### src/rtl/evt_seq_pkg.sv
package evt_seq_pkg;

    localparam int DATA_W = 64;
    localparam int DEST_W = 8;
    localparam int USER_W = 8;

    localparam logic [3:0] HDR_VERSION = 4'h1;
    localparam logic [3:0] HDR_WIDTH   = 4'h3;

    // Packed header: first member lands in the top byte.
    typedef struct packed {
        logic [7:0] frame_total;
        logic [7:0] frame_pos;
        logic [7:0] src_index;
        logic [7:0] stream_count;
        logic [7:0] dest;
        logic [7:0] user;
        logic [7:0] seq;
        logic [3:0] width_code;
        logic [3:0] version;
    } evt_hdr_t;

    // One inbound beat as carried through the input stage.
    typedef struct packed {
        logic [DEST_W-1:0] dest;
        logic [USER_W-1:0] user;
        logic              last;
        logic [DATA_W-1:0] data;
    } in_beat_t;

    // One outbound beat as carried through the output stage.
    typedef struct packed {
        logic [DEST_W-1:0] dest;
        logic              last;
        logic [DATA_W-1:0] data;
    } out_beat_t;

    typedef enum logic [1:0] {
        ST_IDLE = 2'd0,
        ST_HDR  = 2'd1,
        ST_DATA = 2'd2
    } seq_state_t;

    function automatic evt_hdr_t make_hdr(
        input logic [7:0] seq,
        input logic [7:0] user,
        input logic [7:0] dest,
        input logic [7:0] streams,
        input logic [7:0] index,
        input logic [7:0] pos,
        input logic [7:0] total
    );
        evt_hdr_t h;
        h.version      = HDR_VERSION;
        h.width_code   = HDR_WIDTH;
        h.seq          = seq;
        h.user         = user;
        h.dest         = dest;
        h.stream_count = streams;
        h.src_index    = index;
        h.frame_pos    = pos;
        h.frame_total  = total;
        return h;
    endfunction

    // Mask bit 1: take the forced value; mask bit 0: pass the source bit.
    function automatic logic [DEST_W-1:0] route_bits(
        input logic [DEST_W-1:0] mask,
        input logic [DEST_W-1:0] value,
        input logic [DEST_W-1:0] src
    );
        return (value & mask) | (src & ~mask);
    endfunction

endpackage

### src/rtl/evt_pipe_stage.sv
module evt_pipe_stage #(
    parameter int W  = 8,
    parameter bit EN = 1'b0
) (
    input  logic         clk,
    input  logic         rst,
    input  logic         in_valid,
    output logic         in_ready,
    input  logic [W-1:0] in_data,
    output logic         out_valid,
    input  logic         out_ready,
    output logic [W-1:0] out_data
);

    generate
        if (EN) begin : g_reg
            // Two-entry buffer so that in_ready comes straight from a flop.
            logic [W-1:0] mem [2];
            logic         wr_ptr;
            logic         rd_ptr;
            logic [1:0]   count;
            logic         push;
            logic         pop;

            assign in_ready  = (count != 2'd2);
            assign out_valid = (count != 2'd0);
            assign out_data  = mem[rd_ptr];
            assign push      = in_valid && in_ready;
            assign pop       = out_valid && out_ready;

            always_ff @(posedge clk) begin
                if (rst) begin
                    wr_ptr <= 1'b0;
                    rd_ptr <= 1'b0;
                    count  <= 2'd0;
                end else begin
                    if (push) begin
                        mem[wr_ptr] <= in_data;
                        wr_ptr      <= ~wr_ptr;
                    end
                    if (pop) begin
                        rd_ptr <= ~rd_ptr;
                    end
                    case ({push, pop})
                        2'b10:   count <= count + 2'd1;
                        2'b01:   count <= count - 2'd1;
                        default: count <= count;
                    endcase
                end
            end
        end else begin : g_wire
            assign in_ready  = out_ready;
            assign out_valid = in_valid;
            assign out_data  = in_data;
        end
    endgenerate

endmodule

### src/rtl/evt_dest_gen.sv
module evt_dest_gen
    import evt_seq_pkg::*;
#(
    parameter int                     NUM_SRC    = 2,
    parameter int                     IDX_W      = 1,
    parameter bit                     ROUTED     = 1'b0,
    parameter int                     DEST_LSB   = 0,
    parameter logic [NUM_SRC*8-1:0]   ROUTE_MASK = '0,
    parameter logic [NUM_SRC*8-1:0]   ROUTE_VAL  = '0
) (
    input  logic [IDX_W-1:0]  idx,
    input  logic [DEST_W-1:0] src_dest,
    output logic [DEST_W-1:0] out_dest
);

    generate
        if (ROUTED) begin : g_routed
            logic [DEST_W-1:0] mask_sel;
            logic [DEST_W-1:0] val_sel;
            always_comb begin
                mask_sel = '0;
                val_sel  = '0;
                for (int i = 0; i < NUM_SRC; i++) begin
                    if (idx == IDX_W'(i)) begin
                        mask_sel = ROUTE_MASK[i*DEST_W +: DEST_W];
                        val_sel  = ROUTE_VAL[i*DEST_W +: DEST_W];
                    end
                end
                out_dest = route_bits(mask_sel, val_sel, src_dest);
            end
        end else begin : g_indexed
            logic [DEST_W-1:0] idx_ext;
            assign idx_ext  = DEST_W'(idx);
            assign out_dest = idx_ext << DEST_LSB;
        end
    endgenerate

endmodule

### src/rtl/evt_seq_ctrl.sv
module evt_seq_ctrl
    import evt_seq_pkg::*;
#(
    parameter int          NUM_SRC    = 2,
    parameter int          IDX_W      = 1,
    parameter logic [7:0]  TRANS_DEST = 8'hFF
) (
    input  logic                     clk,
    input  logic                     rst,
    input  logic [NUM_SRC-1:0]       in_valid,
    output logic [NUM_SRC-1:0]       in_ready,
    input  in_beat_t                 in_beat [NUM_SRC],
    output logic                     o_valid,
    input  logic                     o_ready,
    output logic [DATA_W-1:0]        o_data,
    output logic                     o_last,
    output logic [IDX_W-1:0]         cur_idx,
    output logic [DEST_W-1:0]        cur_src_dest
);

    localparam logic [IDX_W-1:0] LAST_IDX   = IDX_W'(NUM_SRC - 1);
    localparam logic [7:0]       STREAMS_B  = 8'(NUM_SRC);
    localparam logic [7:0]       TOTAL_M1_B = 8'(NUM_SRC - 1);

    seq_state_t        state_q;
    logic [IDX_W-1:0]  cur_q;
    logic              trans_q;
    logic [7:0]        seq_q;

    logic [NUM_SRC-1:0] trans_vec;
    logic               trans_any;
    logic [IDX_W-1:0]   trans_idx;
    in_beat_t           head;
    evt_hdr_t           hdr;
    logic               data_fire_last;

    // Transition heads; the lowest index wins.
    always_comb begin
        trans_idx = '0;
        for (int i = NUM_SRC - 1; i >= 0; i--) begin
            trans_vec[i] = in_valid[i] && (in_beat[i].dest == TRANS_DEST);
            if (trans_vec[i]) begin
                trans_idx = IDX_W'(i);
            end
        end
        trans_any = |trans_vec;
    end

    always_comb begin
        head = in_beat[0];
        for (int i = 0; i < NUM_SRC; i++) begin
            if (cur_q == IDX_W'(i)) begin
                head = in_beat[i];
            end
        end
    end

    assign hdr = make_hdr(seq_q, head.user, head.dest, STREAMS_B, 8'(cur_q),
                          trans_q ? 8'd0 : 8'(cur_q),
                          trans_q ? 8'd0 : TOTAL_M1_B);

    always_comb begin
        o_valid  = 1'b0;
        o_data   = head.data;
        o_last   = head.last;
        in_ready = '0;
        case (state_q)
            ST_HDR: begin
                o_valid = 1'b1;
                o_data  = hdr;
                o_last  = 1'b0;
            end
            ST_DATA: begin
                o_valid = in_valid[cur_q];
                for (int i = 0; i < NUM_SRC; i++) begin
                    in_ready[i] = (cur_q == IDX_W'(i)) && o_ready;
                end
            end
            default: begin
                o_valid = 1'b0;
            end
        endcase
    end

    assign data_fire_last = (state_q == ST_DATA) && in_valid[cur_q] && o_ready && head.last;
    assign cur_idx        = cur_q;
    assign cur_src_dest   = head.dest;

    always_ff @(posedge clk) begin
        if (rst) begin
            state_q <= ST_IDLE;
            cur_q   <= '0;
            trans_q <= 1'b0;
            seq_q   <= 8'd0;
        end else begin
            case (state_q)
                ST_IDLE: begin
                    if (trans_any) begin
                        cur_q   <= trans_idx;
                        trans_q <= 1'b1;
                        state_q <= ST_HDR;
                    end else if (&in_valid) begin
                        cur_q   <= '0;
                        trans_q <= 1'b0;
                        state_q <= ST_HDR;
                    end
                end
                ST_HDR: begin
                    if (o_ready) begin
                        state_q <= ST_DATA;
                    end
                end
                ST_DATA: begin
                    if (data_fire_last) begin
                        if (trans_q) begin
                            state_q <= ST_IDLE;
                        end else if (cur_q == LAST_IDX) begin
                            seq_q   <= seq_q + 8'd1;
                            state_q <= ST_IDLE;
                        end else begin
                            cur_q   <= cur_q + IDX_W'(1);
                            state_q <= ST_HDR;
                        end
                    end
                end
                default: state_q <= ST_IDLE;
            endcase
        end
    end

endmodule

### src/rtl/evt_seq_mux.sv
module evt_seq_mux
    import evt_seq_pkg::*;
#(
    parameter int                   NUM_SRC    = 2,
    parameter bit                   ROUTED     = 1'b0,
    parameter int                   DEST_LSB   = 0,
    parameter logic [NUM_SRC*8-1:0] ROUTE_MASK = '0,
    parameter logic [NUM_SRC*8-1:0] ROUTE_VAL  = '0,
    parameter logic [7:0]           TRANS_DEST = 8'hFF,
    parameter bit                   IN_PIPE    = 1'b0,
    parameter bit                   OUT_PIPE   = 1'b0
) (
    input  logic                   clk,
    input  logic                   rst,
    input  logic [NUM_SRC-1:0]     s_tvalid,
    output logic [NUM_SRC-1:0]     s_tready,
    input  logic [NUM_SRC*64-1:0]  s_tdata,
    input  logic [NUM_SRC-1:0]     s_tlast,
    input  logic [NUM_SRC*8-1:0]   s_tdest,
    input  logic [NUM_SRC*8-1:0]   s_tuser,
    output logic                   m_tvalid,
    input  logic                   m_tready,
    output logic [63:0]            m_tdata,
    output logic                   m_tlast,
    output logic [7:0]             m_tdest
);

    localparam int IDX_W  = (NUM_SRC > 1) ? $clog2(NUM_SRC) : 1;
    localparam int IN_W   = $bits(in_beat_t);
    localparam int OUT_W  = $bits(out_beat_t);

    logic [NUM_SRC-1:0] core_valid;
    logic [NUM_SRC-1:0] core_ready;
    in_beat_t           core_beat [NUM_SRC];

    genvar gi;
    generate
        for (gi = 0; gi < NUM_SRC; gi++) begin : g_in
            in_beat_t  raw;
            logic [IN_W-1:0] piped;
            assign raw.data = s_tdata[gi*DATA_W +: DATA_W];
            assign raw.last = s_tlast[gi];
            assign raw.dest = s_tdest[gi*DEST_W +: DEST_W];
            assign raw.user = s_tuser[gi*USER_W +: USER_W];

            evt_pipe_stage #(.W(IN_W), .EN(IN_PIPE)) u_in_stage (
                .clk       (clk),
                .rst       (rst),
                .in_valid  (s_tvalid[gi]),
                .in_ready  (s_tready[gi]),
                .in_data   (raw),
                .out_valid (core_valid[gi]),
                .out_ready (core_ready[gi]),
                .out_data  (piped)
            );
            assign core_beat[gi] = in_beat_t'(piped);
        end
    endgenerate

    logic               ctrl_valid;
    logic               ctrl_ready;
    logic [DATA_W-1:0]  ctrl_data;
    logic               ctrl_last;
    logic [IDX_W-1:0]   ctrl_idx;
    logic [DEST_W-1:0]  ctrl_src_dest;
    logic [DEST_W-1:0]  ctrl_dest;

    evt_seq_ctrl #(
        .NUM_SRC    (NUM_SRC),
        .IDX_W      (IDX_W),
        .TRANS_DEST (TRANS_DEST)
    ) u_ctrl (
        .clk          (clk),
        .rst          (rst),
        .in_valid     (core_valid),
        .in_ready     (core_ready),
        .in_beat      (core_beat),
        .o_valid      (ctrl_valid),
        .o_ready      (ctrl_ready),
        .o_data       (ctrl_data),
        .o_last       (ctrl_last),
        .cur_idx      (ctrl_idx),
        .cur_src_dest (ctrl_src_dest)
    );

    evt_dest_gen #(
        .NUM_SRC    (NUM_SRC),
        .IDX_W      (IDX_W),
        .ROUTED     (ROUTED),
        .DEST_LSB   (DEST_LSB),
        .ROUTE_MASK (ROUTE_MASK),
        .ROUTE_VAL  (ROUTE_VAL)
    ) u_dest (
        .idx      (ctrl_idx),
        .src_dest (ctrl_src_dest),
        .out_dest (ctrl_dest)
    );

    out_beat_t       ob_in;
    out_beat_t       ob_out;
    logic [OUT_W-1:0] ob_out_raw;

    assign ob_in.data = ctrl_data;
    assign ob_in.last = ctrl_last;
    assign ob_in.dest = ctrl_dest;

    evt_pipe_stage #(.W(OUT_W), .EN(OUT_PIPE)) u_out_stage (
        .clk       (clk),
        .rst       (rst),
        .in_valid  (ctrl_valid),
        .in_ready  (ctrl_ready),
        .in_data   (ob_in),
        .out_valid (m_tvalid),
        .out_ready (m_tready),
        .out_data  (ob_out_raw)
    );

    assign ob_out  = out_beat_t'(ob_out_raw);
    assign m_tdata = ob_out.data;
    assign m_tlast = ob_out.last;
    assign m_tdest = ob_out.dest;

endmodule

### config.mk
export PLATFORM = sky130hd
export DESIGN_NAME = evt_seq_mux
export DESIGN_NICKNAME = d
export VERILOG_FILES = /design/src/rtl/evt_seq_pkg.sv /design/src/rtl/evt_pipe_stage.sv /design/src/rtl/evt_dest_gen.sv /design/src/rtl/evt_seq_ctrl.sv /design/src/rtl/evt_seq_mux.sv
export SDC_FILE = /design/constraint.sdc
export NUM_CORES = 1
export LEC_CHECK = 0
export ABC_AREA = 1
export BUFFER_PORTS_ARGS = -buffer_cell sky130_fd_sc_hd__buf_2
export CELL_PAD_IN_SITES_DETAIL_PLACEMENT = 1
export CELL_PAD_IN_SITES_GLOBAL_PLACEMENT = 1
export CORE_UTILIZATION = 21
export CTS_CLUSTER_SIZE = 20
export DETAILED_ROUTE_END_ITERATION = 7
export GPL_TIMING_DRIVEN = 0
export PLACE_DENSITY = 0.95
export SLEW_MARGIN = 10
export SYNTH_ARGS = -nofsm -noshare
export SYNTH_HDL_FRONTEND = slang
export SYNTH_SLANG_ARGS = --single-unit
export TNS_END_PERCENT = 50
### constraint.sdc
create_clock -name clk -period 5.05 [get_ports clk]
set_input_delay 1.01 -clock clk [delete_from_list [all_inputs] [get_ports clk]]
set_output_delay 1.01 -clock clk [all_outputs]
set_load 0.02 [all_outputs]
==> qor.txt <==
CLOCK TREE
----------------------------------------------------------------------------------------------------
Clock root buffer                                                                       sky130_fd_sc_hd__clkbuf_8
Clock-pin slew reported for the worst setup and hold paths after clock tree synthesis        0.06 ns
Buffer depth of the longest clock path                                                             2
Total of cells resized after clock tree synthesis                                                  0
Clock buffers created by TritonCTS                                                                 3
CTS tree                                                                                        done
Number of H-tree levels                                                                            1
Setup bufs post-CTS                                                                                0
Clock latency of the later-clocked register in the worst-skew pair                           0.24 ns
Post-CTS Hold Buffers                                                                              0
Clock net sink count                                                                              12

CELLS AND AREA
----------------------------------------------------------------------------------------------------
Fillers                                                                                        1,439
Net count of the finished layout                                                                 823
# diodes                                                                                           0
Area added between synthesis and finish                                                       65.69%
Summed area of non-filler cells in the final layout                                         3535 µm²
Share of post-route cells with drive strength above 1                                         0.4083
Final core utilization                                                                        0.3600

SETUP PATH
----------------------------------------------------------------------------------------------------
Kind of start point of the critical path                                                    register
Start-to-end type of the worst setup path                                               register to output port
Arrival time reported for the critical path endpoint                                         2.32 ns
Setup crit end kind                                                                      output port
Cell count of the worst reg-to-reg path                                                            7
Required time at the worst-slack endpoint                                                    4.04 ns
FF-to-FF setup slack                                                                         3.55 ns
Worst R2R Start                                                                         u_ctrl.state_q[1]
Reg-to-reg endpoint                                                                     u_ctrl.state_q[1]
Critical Path Fanout Max                                                                          10

PLACEMENT
----------------------------------------------------------------------------------------------------
Gpl congestion                                                                                0.8216
Cell area reported after detailed placement                                                 3493 µm²
Placed wire-length estimate after detailed placement                                        9.569 mm
PortBufs                                                                                         234
Post-placement worst setup slack                                                            1.962 ns

FLOORPLAN
----------------------------------------------------------------------------------------------------
Ports                                                                                            243
Area of the core                                                                            9819 µm²
Die area                                                                                  10,570 µm²
Die Wd                                                                                      102.8 µm
Effective utilization at floorplan                                                            0.2173
Vertical die dimension                                                                      102.8 µm
Core Rows                                                                                         36

RUN STATUS
----------------------------------------------------------------------------------------------------
Result of the run                                                                       finished, final reports clean

POWER
----------------------------------------------------------------------------------------------------
Int Power                                                                                  0.6002 mW
Power density relative to cell area                                                     445.7 nW/µm²
Share of total power in sequential cells                                                       0.074
Total leakage power                                                                         1.982 nW
Switching share of power                                                                      0.6190
Share of power burned in the clock network                                                     0.058
Net Switching                                                                              0.9751 mW
Combinational share of power                                                                   0.868
Worst supply voltage drop on vdd                                                            155.3 µV

DRT
----------------------------------------------------------------------------------------------------
DR vias/cell                                                                                   4.688
Aggregate routed wire length                                                                11.33 mm
Vias                                                                                           3,666
Iteration-0 DRC count of the detailed router                                                     145
DRC violation count after routing                                                                  0
Antenna viol nets, final                                                                           0
Pre-Repair DR Iteration Count                                                                      4
Average wire per standard cell                                                              14.49 µm

HOLD PATH
----------------------------------------------------------------------------------------------------
Worst hold path startpoint                                                              u_ctrl.seq_q[1]
Worst hold path endpoint                                                                u_ctrl.seq_q[1]
Worst min-delay path class                                                              register to register
Hold path cells                                                                                    2

TIMING
----------------------------------------------------------------------------------------------------
Final clock skew                                                                         0.004257 ns
Final Critical Period                                                                       3.326 ns
Maximum clock frequency                                                                   0.3007 GHz
Setup total negative slack                                                                      0 ns
Crit share post-route                                                                         0.6586
Number of hold violations in the final report                                                      0
Total count of max-transition violations in the final report                                       0
Slew Limit Headroom                                                                           0.6579
Setup ws final                                                                              1.724 ns
Transition time at the pin with the least slew margin                                      0.5131 ns
Setup repair after global routing missed its margin                                            false
Post-route worst hold slack                                                                0.5010 ns
# setup viols final                                                                                0

YOSYS
----------------------------------------------------------------------------------------------------
Number of distinct library cells after synthesis                                                  32
Number of enable flip-flop cells after synthesis                                                   0
Netlist area before placement                                                               2133 µm²
Seq cells post-synth                                                                              12
Synth async-reset ratio                                                                            0
Average cell area after synthesis                                                          5.254 µm²
Top flip-flop cell by instance count after synthesis                                    sky130_fd_sc_hd__dfxtp_1
Part of the Yosys area used for sequential elements                                           0.1126
Synth warnings                                                                                     0
Gate count of the mapped netlist                                                                 406

GLOBAL ROUTE
----------------------------------------------------------------------------------------------------
Vias in the first global route                                                                 3,602
Total routing usage reported by global routing                                                0.2069
Initial antenna violation count                                                                    0
Global-route wire length before repair                                                      17.24 mm
Global route total overflow                                                                        0
Maximum number of pins on one net before global-route repair                                      11

RUN
----------------------------------------------------------------------------------------------------
Max Cap Viol                                                                                       0

-- power groups by stage --
stage / registers [mW] / clock network (mW) / logic [mW]
final: 0.117 / 0.0907 / 1.37
after global routing: 0.118 / 0.0957 / 1.52
after global placement: 0.117 / 0 / 1.35
after CTS: 0.117 / 0.0905 / 1.38
after detailed placement: 0.119 / 0 / 1.37
after floorplan: 0.115 / 0 / 0.888
-- through the flow --
stage | power, mW | instances
3_3_place_gp | 1.468 | 779
5_1_grt | 1.731 | 782
3_5_place_dp | 1.491 | 779
4_1_cts | 1.587 | 782
2_1_floorplan | 1.002 | 412
6_report | 1.575 | 782
-- worst max-delay path by stage --
stage / start / to / slack, ns / depth (start not counted)
floorplan: s_tvalid[0] / m_tvalid / 2.22 / 4
global placement: u_ctrl.state_q[1] / m_tdata[17] / 1.98 / 8
detailed placement: u_ctrl.state_q[1] / m_tdata[17] / 1.96 / 8
CTS: u_ctrl.state_q[1] / m_tdata[17] / 1.69 / 8
global route: u_ctrl.state_q[1] / m_tdata[17] / 1.43 / 8
finish: u_ctrl.state_q[1] / m_tdata[17] / 1.72 / 8
-- kinds of logic after synthesis --
| family | after synthesis | share of synthesized area |
|---|---|---|
| compound gates | 121 | 0.3068 |
| other cells | 1 | 0.001758 |
| simple gates | 202 | 0.3988 |
| buf+inv | 60 | 0.1302 |
| fa+ha+maj | 5 | 0.02933 |
| flops | 12 | 0.1126 |
| xor+xnor | 5 | 0.02053 |
-- synthesized netlist by cell type (2+ instances only) --
cell	number	area [µm²]
sky130_fd_sc_hd__nand4_1	3	18.77
sky130_fd_sc_hd__nor3_1	2	10.01
sky130_fd_sc_hd__o22ai_1	16	100.1
sky130_fd_sc_hd__o21ai_0	68	340.3
sky130_fd_sc_hd__inv_1	19	71.32
sky130_fd_sc_hd__clkbuf_1	22	82.58
sky130_fd_sc_hd__a21oi_1	26	130.1
sky130_fd_sc_hd__nand3_1	20	100.1
sky130_fd_sc_hd__xnor2_1	2	17.52
sky130_fd_sc_hd__dfxtp_1	12	240.2
sky130_fd_sc_hd__a22oi_1	4	30.03
sky130_fd_sc_hd__buf_2	6	30.03
sky130_fd_sc_hd__nand2_1	52	195.2
sky130_fd_sc_hd__o21ai_2	2	17.52
sky130_fd_sc_hd__ha_1	5	62.56
sky130_fd_sc_hd__xor2_1	3	26.28
sky130_fd_sc_hd__buf_4	10	75.07
sky130_fd_sc_hd__nand2_4	3	33.78
sky130_fd_sc_hd__nor2_1	118	442.9
-- worst max-delay path: stages, from the launching register on --
cell and delay [ns]:
sky130_fd_sc_hd__dfxtp_1 0.36, sky130_fd_sc_hd__inv_1 0.09, sky130_fd_sc_hd__ha_1 0.18, sky130_fd_sc_hd__clkbuf_1 0.18
sky130_fd_sc_hd__inv_1 0.29, sky130_fd_sc_hd__clkbuf_1 0.38, sky130_fd_sc_hd__o21ai_0 0.16, sky130_fd_sc_hd__o22ai_1 0.22
sky130_fd_sc_hd__buf_2 0.21
-- routing by layer --
layer  track usage  vias to the layer above  wire [µm]
li1              -                     1816          -
met1        0.2308                     1680       4395
met2        0.4097                      148       5968
met3       0.02576                       22        739
met4       0.05092                        0        228
met5             0                        -          0
-- registers in the layout (all words and copies together) (netlist names) --
signal / flops
u_ctrl.cur_idx: 1
u_ctrl.seq_q: 8
u_ctrl.state_q: 2
u_ctrl.trans_q: 1
-- layout make-up --
cell class / instances / area [µm²] / share of cell area
Buffer: 40 / 202.7 / 0.05735
Clock buffer: 3 / 41.29 / 0.01168
Inverter: 20 / 75.07 / 0.02124
Multi-Input combinational cell: 340 / 1638 / 0.4634
Sequential cell: 12 / 240.2 / 0.06796
Tap cell: 133 / 166.4 / 0.04708
Timing Repair Buffer: 234 / 1171 / 0.3313
-- layout by cell type, fill, tap and decap left out, types with 5 or more instances in the layout --
master,Yosys,final
sky130_fd_sc_hd__ha_1,5,5
sky130_fd_sc_hd__inv_1,19,19
sky130_fd_sc_hd__nor2_1,118,118
sky130_fd_sc_hd__clkbuf_1,22,22
sky130_fd_sc_hd__nand2_1,52,52
sky130_fd_sc_hd__buf_4,10,10
sky130_fd_sc_hd__a21oi_1,26,26
sky130_fd_sc_hd__dfxtp_1,12,12
sky130_fd_sc_hd__conb_1,1,7
sky130_fd_sc_hd__o22ai_1,16,16
sky130_fd_sc_hd__nand3_1,20,20
sky130_fd_sc_hd__buf_2,6,240
sky130_fd_sc_hd__o21ai_0,68,68
No activity file was read; power rests on OpenSTA's default activity.
